`src/rtl/bsr_pkg.sv`:
```
`timescale 1ns/1ps
package bsr_pkg;

  // Kind of pin a cell serves
  typedef enum logic [1:0] {
    CELL_IN   = 2'd0,
    CELL_OUT  = 2'd1,
    CELL_BIDI = 2'd2
  } cell_kind_e;

  // Instruction codes handed over by the TAP controller
  typedef enum logic [1:0] {
    INS_OTHER  = 2'd0,
    INS_SAMPLE = 2'd1,
    INS_EXTEST = 2'd2
  } scan_ins_e;

  // Number of chain bits a cell of the given kind occupies
  function automatic int cell_width(cell_kind_e kind);
    case (kind)
      CELL_OUT:  return 2;
      CELL_BIDI: return 3;
      default:   return 1;
    endcase
  endfunction

endpackage

```
`src/rtl/bsr_cell.sv`:
```
`timescale 1ns/1ps
module bsr_cell
  import bsr_pkg::*;
#(
  parameter cell_kind_e KIND = CELL_IN
) (
  input  logic tck,
  input  logic trst_n,
  input  logic si,
  input  logic cap_en,
  input  logic shf_en,
  input  logic upd_en,
  input  logic pad_val,
  output logic so,
  output logic drv_q,
  output logic oe_q
);

  localparam int W = cell_width(KIND);

  logic [W-1:0] sh;
  logic [W-1:0] cap_v;
  logic [W-1:0] shift_nxt;
  logic         drv_l;
  logic         oe_l;

  // Shift stage: capture has priority over shift
  always_ff @(posedge tck or negedge trst_n) begin
    if (!trst_n)     sh <= '0;
    else if (cap_en) sh <= cap_v;
    else if (shf_en) sh <= shift_nxt;
  end

  assign so    = sh[0];
  assign drv_q = drv_l;
  assign oe_q  = oe_l;

  generate
    if (W == 1) begin : g_w1
      assign shift_nxt = si;
    end else begin : g_wn
      assign shift_nxt = {si, sh[W-1:1]};
    end

    if (KIND == CELL_OUT) begin : g_out
      // offset 0 drive, offset 1 enable
      assign cap_v = {oe_l, drv_l};
      always_ff @(posedge tck or negedge trst_n) begin
        if (!trst_n) begin
          drv_l <= 1'b0;
          oe_l  <= 1'b0;
        end else if (upd_en) begin
          drv_l <= sh[0];
          oe_l  <= sh[1];
        end
      end
      logic unused_pad;
      assign unused_pad = pad_val;

      AST_OUT_LATCH_STEADY: assert property (@(posedge tck) disable iff (!trst_n)
        !upd_en |=> ($stable(drv_l) && $stable(oe_l)));
      AST_OUT_CAPTURE_LATCH: assert property (@(posedge tck) disable iff (!trst_n)
        cap_en |=> (sh[1] == $past(oe_l) && sh[0] == $past(drv_l)));
    end else if (KIND == CELL_BIDI) begin : g_bidi
      // offset 0 pad level, offset 1 drive, offset 2 enable
      assign cap_v = {oe_l, drv_l, pad_val};
      always_ff @(posedge tck or negedge trst_n) begin
        if (!trst_n) begin
          drv_l <= 1'b0;
          oe_l  <= 1'b0;
        end else if (upd_en) begin
          drv_l <= sh[1];
          oe_l  <= sh[2];
        end
      end

      AST_BIDI_LATCH_STEADY: assert property (@(posedge tck) disable iff (!trst_n)
        !upd_en |=> ($stable(drv_l) && $stable(oe_l)));
      AST_BIDI_CAPTURE_PIN: assert property (@(posedge tck) disable iff (!trst_n)
        cap_en |=> (sh[0] == $past(pad_val)));
      AST_BIDI_CAPTURE_LATCH: assert property (@(posedge tck) disable iff (!trst_n)
        cap_en |=> (sh[2] == $past(oe_l) && sh[1] == $past(drv_l)));
    end else begin : g_in
      assign cap_v = pad_val;
      assign drv_l = 1'b0;
      assign oe_l  = 1'b0;
      logic unused_upd;
      assign unused_upd = upd_en;

      AST_IN_CAPTURE_PIN: assert property (@(posedge tck) disable iff (!trst_n)
        cap_en |=> (sh[0] == $past(pad_val)));
    end
  endgenerate

  AST_SHIFT_ENTRY: assert property (@(posedge tck) disable iff (!trst_n)
    (shf_en && !cap_en) |=> (sh[W-1] == $past(si)));

endmodule

```
`src/rtl/bsr_pin_drive.sv`:
```
`timescale 1ns/1ps
module bsr_pin_drive
  import bsr_pkg::*;
#(
  parameter cell_kind_e KIND = CELL_IN
) (
  input  logic extest,
  input  logic core_d,
  input  logic core_e,
  input  logic drv_q,
  input  logic oe_q,
  output logic pad_d,
  output logic pad_e
);

  generate
    if (KIND == CELL_IN) begin : g_in
      // input-only pins never drive
      assign pad_d = 1'b0;
      assign pad_e = 1'b0;
      logic unused_in;
      assign unused_in = ^{extest, core_d, core_e, drv_q, oe_q};
    end else begin : g_drv
      assign pad_d = extest ? drv_q : core_d;
      assign pad_e = extest ? oe_q  : core_e;
    end
  endgenerate

endmodule

```
`src/rtl/bsr_tdo_stage.sv`:
```
`timescale 1ns/1ps
module bsr_tdo_stage (
  input  logic tck,
  input  logic trst_n,
  input  logic chain_end,
  output logic tdo
);

  // Retimed onto the falling edge
  always_ff @(negedge tck or negedge trst_n) begin
    if (!trst_n) tdo <= 1'b0;
    else         tdo <= chain_end;
  end

endmodule

```
`src/rtl/scan_boundary_chain.sv`:
```
`timescale 1ns/1ps
module scan_boundary_chain
  import bsr_pkg::*;
#(
  parameter int                    NUM_PINS  = 5,
  parameter logic [2*NUM_PINS-1:0] PIN_KINDS = 10'b10_01_10_01_00
) (
  input  logic                tck,
  input  logic                trst_n,
  input  logic                tdi,
  input  logic                dr_capture,
  input  logic                dr_shift,
  input  logic                dr_update,
  input  logic [1:0]          instr,
  input  logic [NUM_PINS-1:0] pad_in,
  input  logic [NUM_PINS-1:0] core_out,
  input  logic [NUM_PINS-1:0] core_oe,
  output logic                tdo,
  output logic [NUM_PINS-1:0] pad_out,
  output logic [NUM_PINS-1:0] pad_oe
);

  logic bs_sel;
  logic extest;
  logic cap_g;
  logic shf_g;
  logic upd_g;
  logic [NUM_PINS:0]   link;
  logic [NUM_PINS-1:0] drv_q;
  logic [NUM_PINS-1:0] oe_q;

  // Strobes act only under a boundary instruction
  assign bs_sel = (instr == INS_SAMPLE) || (instr == INS_EXTEST);
  assign extest = (instr == INS_EXTEST);
  assign cap_g  = dr_capture & bs_sel;
  assign shf_g  = dr_shift   & bs_sel;
  assign upd_g  = dr_update  & bs_sel;

  assign link[NUM_PINS] = tdi;

  generate
    for (genvar i = 0; i < NUM_PINS; i++) begin : g_pin
      localparam cell_kind_e PK = cell_kind_e'(PIN_KINDS[2*i +: 2]);

      bsr_cell #(.KIND(PK)) u_cell (
        .tck     (tck),
        .trst_n  (trst_n),
        .si      (link[i+1]),
        .cap_en  (cap_g),
        .shf_en  (shf_g),
        .upd_en  (upd_g),
        .pad_val (pad_in[i]),
        .so      (link[i]),
        .drv_q   (drv_q[i]),
        .oe_q    (oe_q[i])
      );

      bsr_pin_drive #(.KIND(PK)) u_drive (
        .extest (extest),
        .core_d (core_out[i]),
        .core_e (core_oe[i]),
        .drv_q  (drv_q[i]),
        .oe_q   (oe_q[i]),
        .pad_d  (pad_out[i]),
        .pad_e  (pad_oe[i])
      );
    end
  endgenerate

  bsr_tdo_stage u_tdo (
    .tck       (tck),
    .trst_n    (trst_n),
    .chain_end (link[0]),
    .tdo       (tdo)
  );

  AST_PINS_UNDISTURBED: assert property (@(posedge tck) disable iff (!trst_n)
    (instr != INS_EXTEST && $past(instr) != INS_EXTEST &&
     $stable(core_out) && $stable(core_oe))
    |-> ($stable(pad_out) && $stable(pad_oe)));

  AST_EXTEST_STEADY: assert property (@(posedge tck) disable iff (!trst_n)
    (instr == INS_EXTEST && $past(instr) == INS_EXTEST && !$past(dr_update))
    |-> ($stable(pad_out) && $stable(pad_oe)));

endmodule

```
`config.mk`:
```
export PLATFORM = sky130hd
export DESIGN_NAME = scan_boundary_chain
export DESIGN_NICKNAME = d
export VERILOG_FILES = /design/src/rtl/bsr_pkg.sv /design/src/rtl/bsr_cell.sv /design/src/rtl/bsr_pin_drive.sv /design/src/rtl/bsr_tdo_stage.sv /design/src/rtl/scan_boundary_chain.sv
export SDC_FILE = /design/constraint.sdc
export NUM_CORES = 1
export LEC_CHECK = 0
export ABC_AREA = 1
export BUFFER_PORTS_ARGS = -buffer_cell sky130_fd_sc_hd__buf_4
export CAP_MARGIN = 30
export CORE_UTILIZATION = 46
export CTS_BUF_LIST = sky130_fd_sc_hd__clkbuf_16
export CTS_CLUSTER_SIZE = 30
export DETAILED_ROUTE_END_ITERATION = 6
export GPL_TIMING_DRIVEN = 0
export HOLD_SLACK_MARGIN = 0.12
export PLACE_DENSITY_LB_ADDON = 0.2
export SETUP_SLACK_MARGIN = 0.5
export SYNTH_ARGS = -nofsm -noshare
export SYNTH_HDL_FRONTEND = slang
export SYNTH_SLANG_ARGS = --single-unit
```
`constraint.sdc`:
```
create_clock -name tck -period 0.9 [get_ports tck]
set_input_delay 0.09 -clock tck [delete_from_list [all_inputs] [get_ports tck]]
set_output_delay 0.09 -clock tck [all_outputs]
set_load 0.02 [all_outputs]
```
==> results of run 1 <==
[final cells by class]
type | count | area share, %
multi-input cells | 95 | 32.8
clock buffers | 3 | 3.31
flip-flops and latches | 20 | 22.1
clock inverters | 1 | 0.166
well taps | 30 | 1.66
repair buffers | 56 | 26.2
inverters | 24 | 5.19
plain buffers | 18 | 8.61
[cells in the mapped netlist, types with 2 or more instances]
cell      n  area (um^2)
nand3_1  22          110
inv_1    22         82.6
nor2_1    8         30.0
nand2_4   3         33.8
nand2_2   3         18.8
inv_4     2         12.5
o21ai_1   8         40.0
buf_6     2         22.5
a21oi_1   8         40.0
buf_4    14          105
nand2_1  40          150
dfrtp_1  19          475
[sequential cells by signal, indices dropped and copies added, names as in the netlist]
register,count
u_tdo.tdo,1
g_pin.u_cell.so,1
g_pin.u_cell.oe_q,4
g_pin.u_cell.drv_q,4
g_pin.u_cell.sh,10
[stage by stage]
step	instance area, um^2	std cells	hold slack (ps)
4_1_cts	2080	238	-282
3_3_place_gp	1580	214	-21.9
2_1_floorplan	1340	157	-206
6_report	2270	247	-291
5_1_grt	2270	247	-268
3_5_place_dp	1580	214	-18.7
[worst register-to-register path, cell delays in order (launching register included)]
cell and delay (ps):
dfrtp_1 420, inv_2 100, buf_6 100, buf_6 80, buf_6 90, nand3_2 60
nand3_2 60, nand2_1 60
[power by group through the flow]
stage | Combinational (W) | Sequential (W) | Clock, W
after floorplan | 0.000879 | 0.00133 | 0
after global placement | 0.00118 | 0.00133 | 0
after detailed placement | 0.00121 | 0.00134 | 0
after CTS | 0.00185 | 0.00136 | 0.000909
after global routing | 0.00254 | 0.00145 | 0.000982
final | 0.00241 | 0.00143 | 0.000961
[routing by layer]
metal  global-route usage (%)  share of wire [%]  vias to the layer above  wire [um]
li1                         -                  -                      589          -
met1                     32.7                 41                      655       2050
met2                     54.6                 49                       86       2440
met3                     5.80                6.8                       23        340
met4                     9.21                3.6                        0        180
met5                        0                  0                        -          0
[final timing paths]
kind | endpoint | slack, ps | depth (start not counted)
min in group tck | g_pin[3].u_cell.oe_q$_DFFE_PN0P_ | 170 | 4
worst max-delay path | tdo | -450 | 1
worst min-delay path | g_pin[1].u_cell.sh[0]$_DFFE_PN0P_ | -290 | 1
worst min register to register | g_pin[0].u_cell.so$_DFFE_PN0P_ | 500 | 2
worst max register to register | g_pin[4].u_cell.sh[2]$_DFFE_PN0P_ | -150 | 7
max in group asynchronous | u_tdo.tdo$_DFF_NN0_ | 630 | 1
[kinds of logic (layout without fill, tap and decap cells)]
logic type                 after synthesis  after routing
and+or+nand+nor                         76             76
DFF                                     20             20
AOI/OAI and AO/OA                       16             16
buffers and inverters                   42            102
adders and majority gates                1              1
other                                    1              2
[timing repair]
action,in CTS,in global routing
setup endpoints to repair,29,29
pin swaps,29,17
endpoints found under the hold margin,20,20
cloned,4,0
resized for setup,65,29
buffers inserted,16,9
==> results by group, run 1 <==
Detailed routing
  – DR WL/cell: 20.3 um
  – Routed vias/inst: 5.48
  – Via Count: 1353
  – Initial drt markers: 60
  – Total wire length: 5010 um
  – DRT Pass-1 Iters: 4
  – DRC Markers: 0
  – Antenna Nets Post-Route: 0

Power
  – Sequential power share: 29.8%
  – Total design power: 0.00480 W
  – Internal: 0.00298 W
  – Worst IR Drop VDD: 0.00206 V
  – LEAKAGE: 1.13 nW
  – Clock share of power: 20.0%
  – P per Cell Area: 2120 nW/um^2
  – Net Sw Frac: 37.8%
  – Switch Pwr: 0.00182 W
  – Combinational Power Share: 50.1%

Logic synthesis
  – Simple-Gate Fraction of Synth Area: 28.9%
  – Synth Area in XOR/XNOR: 0%
  – Register area share after synthesis: 42.1%
  – Synth warn: 0
  – EDFF count, synth: 0
  – Syn avg cell area: 7.61 um^2
  – Cell Area, Synth: 1190 um^2
  – Compound-Gate Fraction of Synth Area: 6.74%
  – Adder-Cell Fraction of Synth Area: 1.05%
  – Post-Synthesis Cells: 156
  – Unique masters post-synth: 17
  – Async SR Flop Fraction: 100%
  – Mux share of post-synthesis cell area: 0%
  – FF+latch count, synth: 20
  – Most common flop cell mapped by yosys: dfrtp_1
  – Largest family of logic cells by synthesized area: simple AND/OR/NAND/NOR gates

Critical path
  – Crit. Startpoint: u_tdo.tdo$_DFF_NN0_
  – Crit path max-delay family: flip-flops
  – CP max stage delay: 410 ps
  – Highest net fanout along the worst path: 1
  – R2R Path Start: g_pin[4].u_cell.oe_q$_DFFE_PN0P_
  – Critical path arrival: 1260 ps
  – CP cell instances: buf_6
  – Buffers & Inverters on Critical Path: 1
  – Slowest cell on crit path: dfrtn_1
  – Startpoint class of the critical path: flop
  – CP required: 810 ps
  – CP endpoint kind: primary output
  – CP Class: reg -> out

Floorplan
  – Site row count: 18
  – Num ports: 34
  – Chip width: 52.8 um
  – Initial core utilization: 48.4%
  – Total core area: 2450 um^2
  – Die H: 52.8 um
  – Die ar.: 2790 um^2

Finish
  – FILL cells: 83
  – Commonest non-fill, non-tap cell in the layout: buf_4
  – NumNets Final: 242
  – Area Growth Syn to Fin: 90.8%
  – Fin util: 92.3%
  – Diodes inserted: 0
  – Area occupied by registers: 500 um^2
  – Multi-input gate area: 743 um^2
  – Most frequent cells in the layout: buf_4, buf_6, nand2_1
  – Share of post-route cells with drive strength above 1: 70.5%

CTS
  – H-tree Lvls: 1
  – Worst-path clk slew: 60 ps
  – Max Buffers Root-to-Sink: 2
  – CTS root buf: clkbuf_16
  – CTS tree: built
  – Worst-Skew Late Latency: 280 ps
  – CTS Buf Count: 3
  – Sink Count: 20

Global route
  – Gr ovfl total: 0
  – Initial antenna violation count: 0
  – Global-route wire length before repair: 5690 um
  – All-Layer GR Usage: 29.3%
  – Pin count of the biggest net entering global routing: 21
  – Vias in the first global route: 1234

Placement
  – I/O Buffers: 27
  – Post-DP HPWL: 1830 um
  – GPL Wtd Cong: 0.760
  – Post-Place Setup Slack: -219 ps

Min path
  – Hold crit path type: in -> async

Timing
  – Final setup skew: 28.8 ps
  – Final setup TNS: -2940 ps
  – WHS: -291 ps
  – Final hold vios: 19
  – Fin. max-slew vios: 0
  – Worst setup margin: -454 ps
  – Final setup vio count: 17
  – Unrepaired setup endpoints after global routing: yes

Job
  – MaxCap Viol Count: 0

Outcome
  – Failing checks: negative hold slack, negative setup slack
  – Status: finished, violations left
Note: power is estimated with default switching activity, not from simulation.
==> inputs of run 2 (changes only) <==
--- a/config.mk
+++ b/config.mk
@@ -8,13 +8,14 @@
 export ABC_AREA = 1
 export BUFFER_PORTS_ARGS = -buffer_cell sky130_fd_sc_hd__buf_4
 export CAP_MARGIN = 30
-export CORE_UTILIZATION = 46
+export CORE_UTILIZATION = 45
 export CTS_BUF_LIST = sky130_fd_sc_hd__clkbuf_16
 export CTS_CLUSTER_SIZE = 30
 export DETAILED_ROUTE_END_ITERATION = 6
 export GPL_TIMING_DRIVEN = 0
 export HOLD_SLACK_MARGIN = 0.12
 export PLACE_DENSITY_LB_ADDON = 0.2
+export REMOVE_ABC_BUFFERS = 1
 export SETUP_SLACK_MARGIN = 0.5
 export SYNTH_ARGS = -nofsm -noshare
 export SYNTH_HDL_FRONTEND = slang
==> run 2 against run 1 <==
Largest cell class is now multi-input gates. Sequential share of layout area rose by 4.4 points. Worst hold slack improved by 1.4 ps. The flow still finishes with violations (negative hold slack, negative setup slack). Core utilization fell by 16 points. Cell area fell by 17%. Register-to-register slack improved by 80 ps. Non-clock buffer count fell by 25. Clock power rose by 28%. Clock-buffer cell count did not move. Highest routed layer unchanged.
==> results by group, run 2 (synthesis gave the netlist of run 1 again) <==
Outcome
  – Status: finished, violations left (unchanged)
  – Failing checks: negative hold slack, negative setup slack (unchanged)

CTS
  – Sink Count: 20 (unchanged)
  – CTS Buf Count: 3 (unchanged)
  – Worst-Skew Late Latency: 280 ps (about the same)
  – CTS tree: built (unchanged)
  – Worst-path clk slew: 60 ps (about the same)
  – CTS root buf: clkbuf_16 (unchanged)
  – Max Buffers Root-to-Sink: 2 (unchanged)
  – H-tree Lvls: 1 (unchanged)

Placement
  – Post-DP HPWL: 1560 um (was 1830 um)
  – I/O Buffers: 27 (unchanged)
  – GPL Wtd Cong: 0.733 (was 0.760)
  – Post-Place Setup Slack: -484 ps (was -219 ps)

Global route
  – All-Layer GR Usage: 23.8% (was 29.3%)
  – Vias in the first global route: 1051 (was 1234)
  – Initial antenna violation count: 0 (unchanged)
  – Global-route wire length before repair: 4810 um (was 5690 um)
  – Gr ovfl total: 0 (unchanged)
  – Pin count of the biggest net entering global routing: 21 (unchanged)

Critical path
  – Buffers & Inverters on Critical Path: 1 (unchanged)
  – Startpoint class of the critical path: flop (unchanged)
  – FF-to-FF setup slack: -70 ps (was -150 ps)
  – Critical path arrival: 1250 ps (was 1260 ps)
  – CP endpoint kind: primary output (unchanged)
  – Highest net fanout along the worst path: 1 (unchanged)
  – Path length in cells of the critical path: 1 (unchanged)
  – CP required: 810 ps (about the same)
  – R2R cell count: 0 (was 7)
  – CP max stage delay: 400 ps (was 410 ps)
  – Slowest cell on crit path: dfrtn_1 (unchanged)
  – CP Class: reg -> out (unchanged)
  – Crit path max-delay family: flip-flops (unchanged)
  – CP cell instances: buf_6 (unchanged)

Finish
  – Share of post-route cells with drive strength above 1: 60.6% (was 70.5%)
  – NumNets Final: 218 (was 242)
  – Most frequent cells in the layout: buf_4, nand2_1, dfrtp_1 (was buf_4, buf_6, nand2_1)
  – Commonest non-fill, non-tap cell in the layout: buf_4 (unchanged)
  – Fin util: 76.2% (was 92.3%)
  – Number of flip-flops in the largest register: 10 (unchanged)
  – Most flop-heavy register: g_pin.u_cell.sh (unchanged)
  – FILL cells: 174 (was 83)
  – Area Growth Syn to Fin: 59.0% (was 90.8%)
  – Diodes inserted: 0 (unchanged)

Power
  – Worst IR Drop VDD: 0.00176 V (was 0.00206 V)
  – P per Cell Area: 2300 nW/um^2 (was 2120 nW/um^2)
  – LEAKAGE: 0.961 nW (was 1.13 nW)

Detailed routing
  – DRT Pass-1 Iters: 4 (unchanged)
  – Antenna Nets Post-Route: 0 (unchanged)
  – Met2 routed WL: 1830 um (was 2440 um)
  – Routed wl met3: 137 um (was 340 um)
  – WL met1: 1430 um (was 2050 um)
  – DRC Markers: 0 (unchanged)
  – Total wire length: 3460 um (was 5010 um)
  – Initial drt markers: 14 (was 60)
  – DR WL/cell: 15.5 um (was 20.3 um)
  – Max Used Layer: met4 (unchanged)
  – Routed vias/inst: 5.18 (was 5.48)
  – Via Count: 1156 (was 1353)

Floorplan
  – Initial core utilization: 47.9% (was 48.4%)
  – Chip width: 53.4 um (was 52.8 um)
  – Num ports: 34 (unchanged)
  – Die H: 53.4 um (was 52.8 um)
  – Total core area: 2480 um^2 (was 2450 um^2)
  – Die ar.: 2850 um^2 (was 2790 um^2)
  – Site row count: 18 (unchanged)

Job
  – MaxCap Viol Count: 0 (unchanged)

Timing
  – Final setup vio count: 12 (was 17)
  – Unrepaired setup endpoints after global routing: yes (unchanged)
  – Worst setup margin: -441 ps (was -454 ps)
  – Final setup skew: 28.8 ps (about the same)
  – WHS: -290 ps (was -291 ps)
  – Final hold vios: 19 (unchanged)
  – Fin. max-slew vios: 0 (unchanged)

Min path
  – Hold crit path type: in -> async (unchanged)
[run 2: cell count changes in the layout (fill, tap and decap cells not counted), sizes merged]
cell    delta
bufinv     +1
nand2      +1
clkinv     -2
inv        +1
buf       -25
[run 2: routing by layer]
| layer | vias to the layer above | GRT usage, % |
|---|---|---|
| li1 | 546 | - |
| met1 | 570 | 29.0 |
| met2 | 34 | 39.4 |
| met3 | 6 | 3.45 |
| met4 | 0 | 13.6 |
| met5 | - | 0 |
[run 2: through the flow]
stage	setup TNS [ps]	power [W]	hold WS (ps)	instance area, um^2	std cells
final	-1790	0.00435	-290	1890	223
after global routing	-2240	0.00456	-277	1890	223
after CTS	-1470	0.00389	-282	1700	217
after detailed placement	-10070	0.00224	-17.1	1280	196
after global placement	-9510	0.00220	-14.1	1280	196
after floorplan	-3470	0.00192	-206	1040	139
[run 2: worst paths after layout]
check	end	startpoint
min reg2reg	g_pin[1].u_cell.sh[1]$_DFFE_PN0P_	g_pin[1].u_cell.sh[1]$_DFFE_PN0P_
max	tdo	u_tdo.tdo$_DFF_NN0_
min	g_pin[0].u_cell.so$_DFFE_PN0P_	trst_n
max reg2reg	u_tdo.tdo$_DFF_NN0_	g_pin[0].u_cell.so$_DFFE_PN0P_
max in group asynchronous	u_tdo.tdo$_DFF_NN0_	trst_n
min in group tck	g_pin[2].u_cell.sh[0]$_DFFE_PN0P_	pad_in[2]
[run 2: cell type report]
cell class / count / area [um^2] / share of cell area, %
multi-input combinational: 96 / 677 / 35.9
tap: 30 / 37.5 / 1.99
clock inverter: 1 / 30.0 / 1.59
timing repair buffer: 49 / 460 / 24.4
inverter: 24 / 108 / 5.70
clock buffer: 3 / 75.1 / 3.98
sequential: 20 / 500 / 26.5
[run 2: power breakdown]
group,switching [W],total (W),internal [W]
combinational,0.000892,0.00173,0.000842
clock,0.000351,0.00123,0.000883
sequential,0.000207,0.00138,0.00117
[run 2: repair_timing]
action,4_1_cts,5_1_grt
pin swaps,16,20
hold endpoints to repair,20,20
cloned,1,0
buffers inserted,16,6
setup endpoints to repair,29,29
resized for setup,41,44
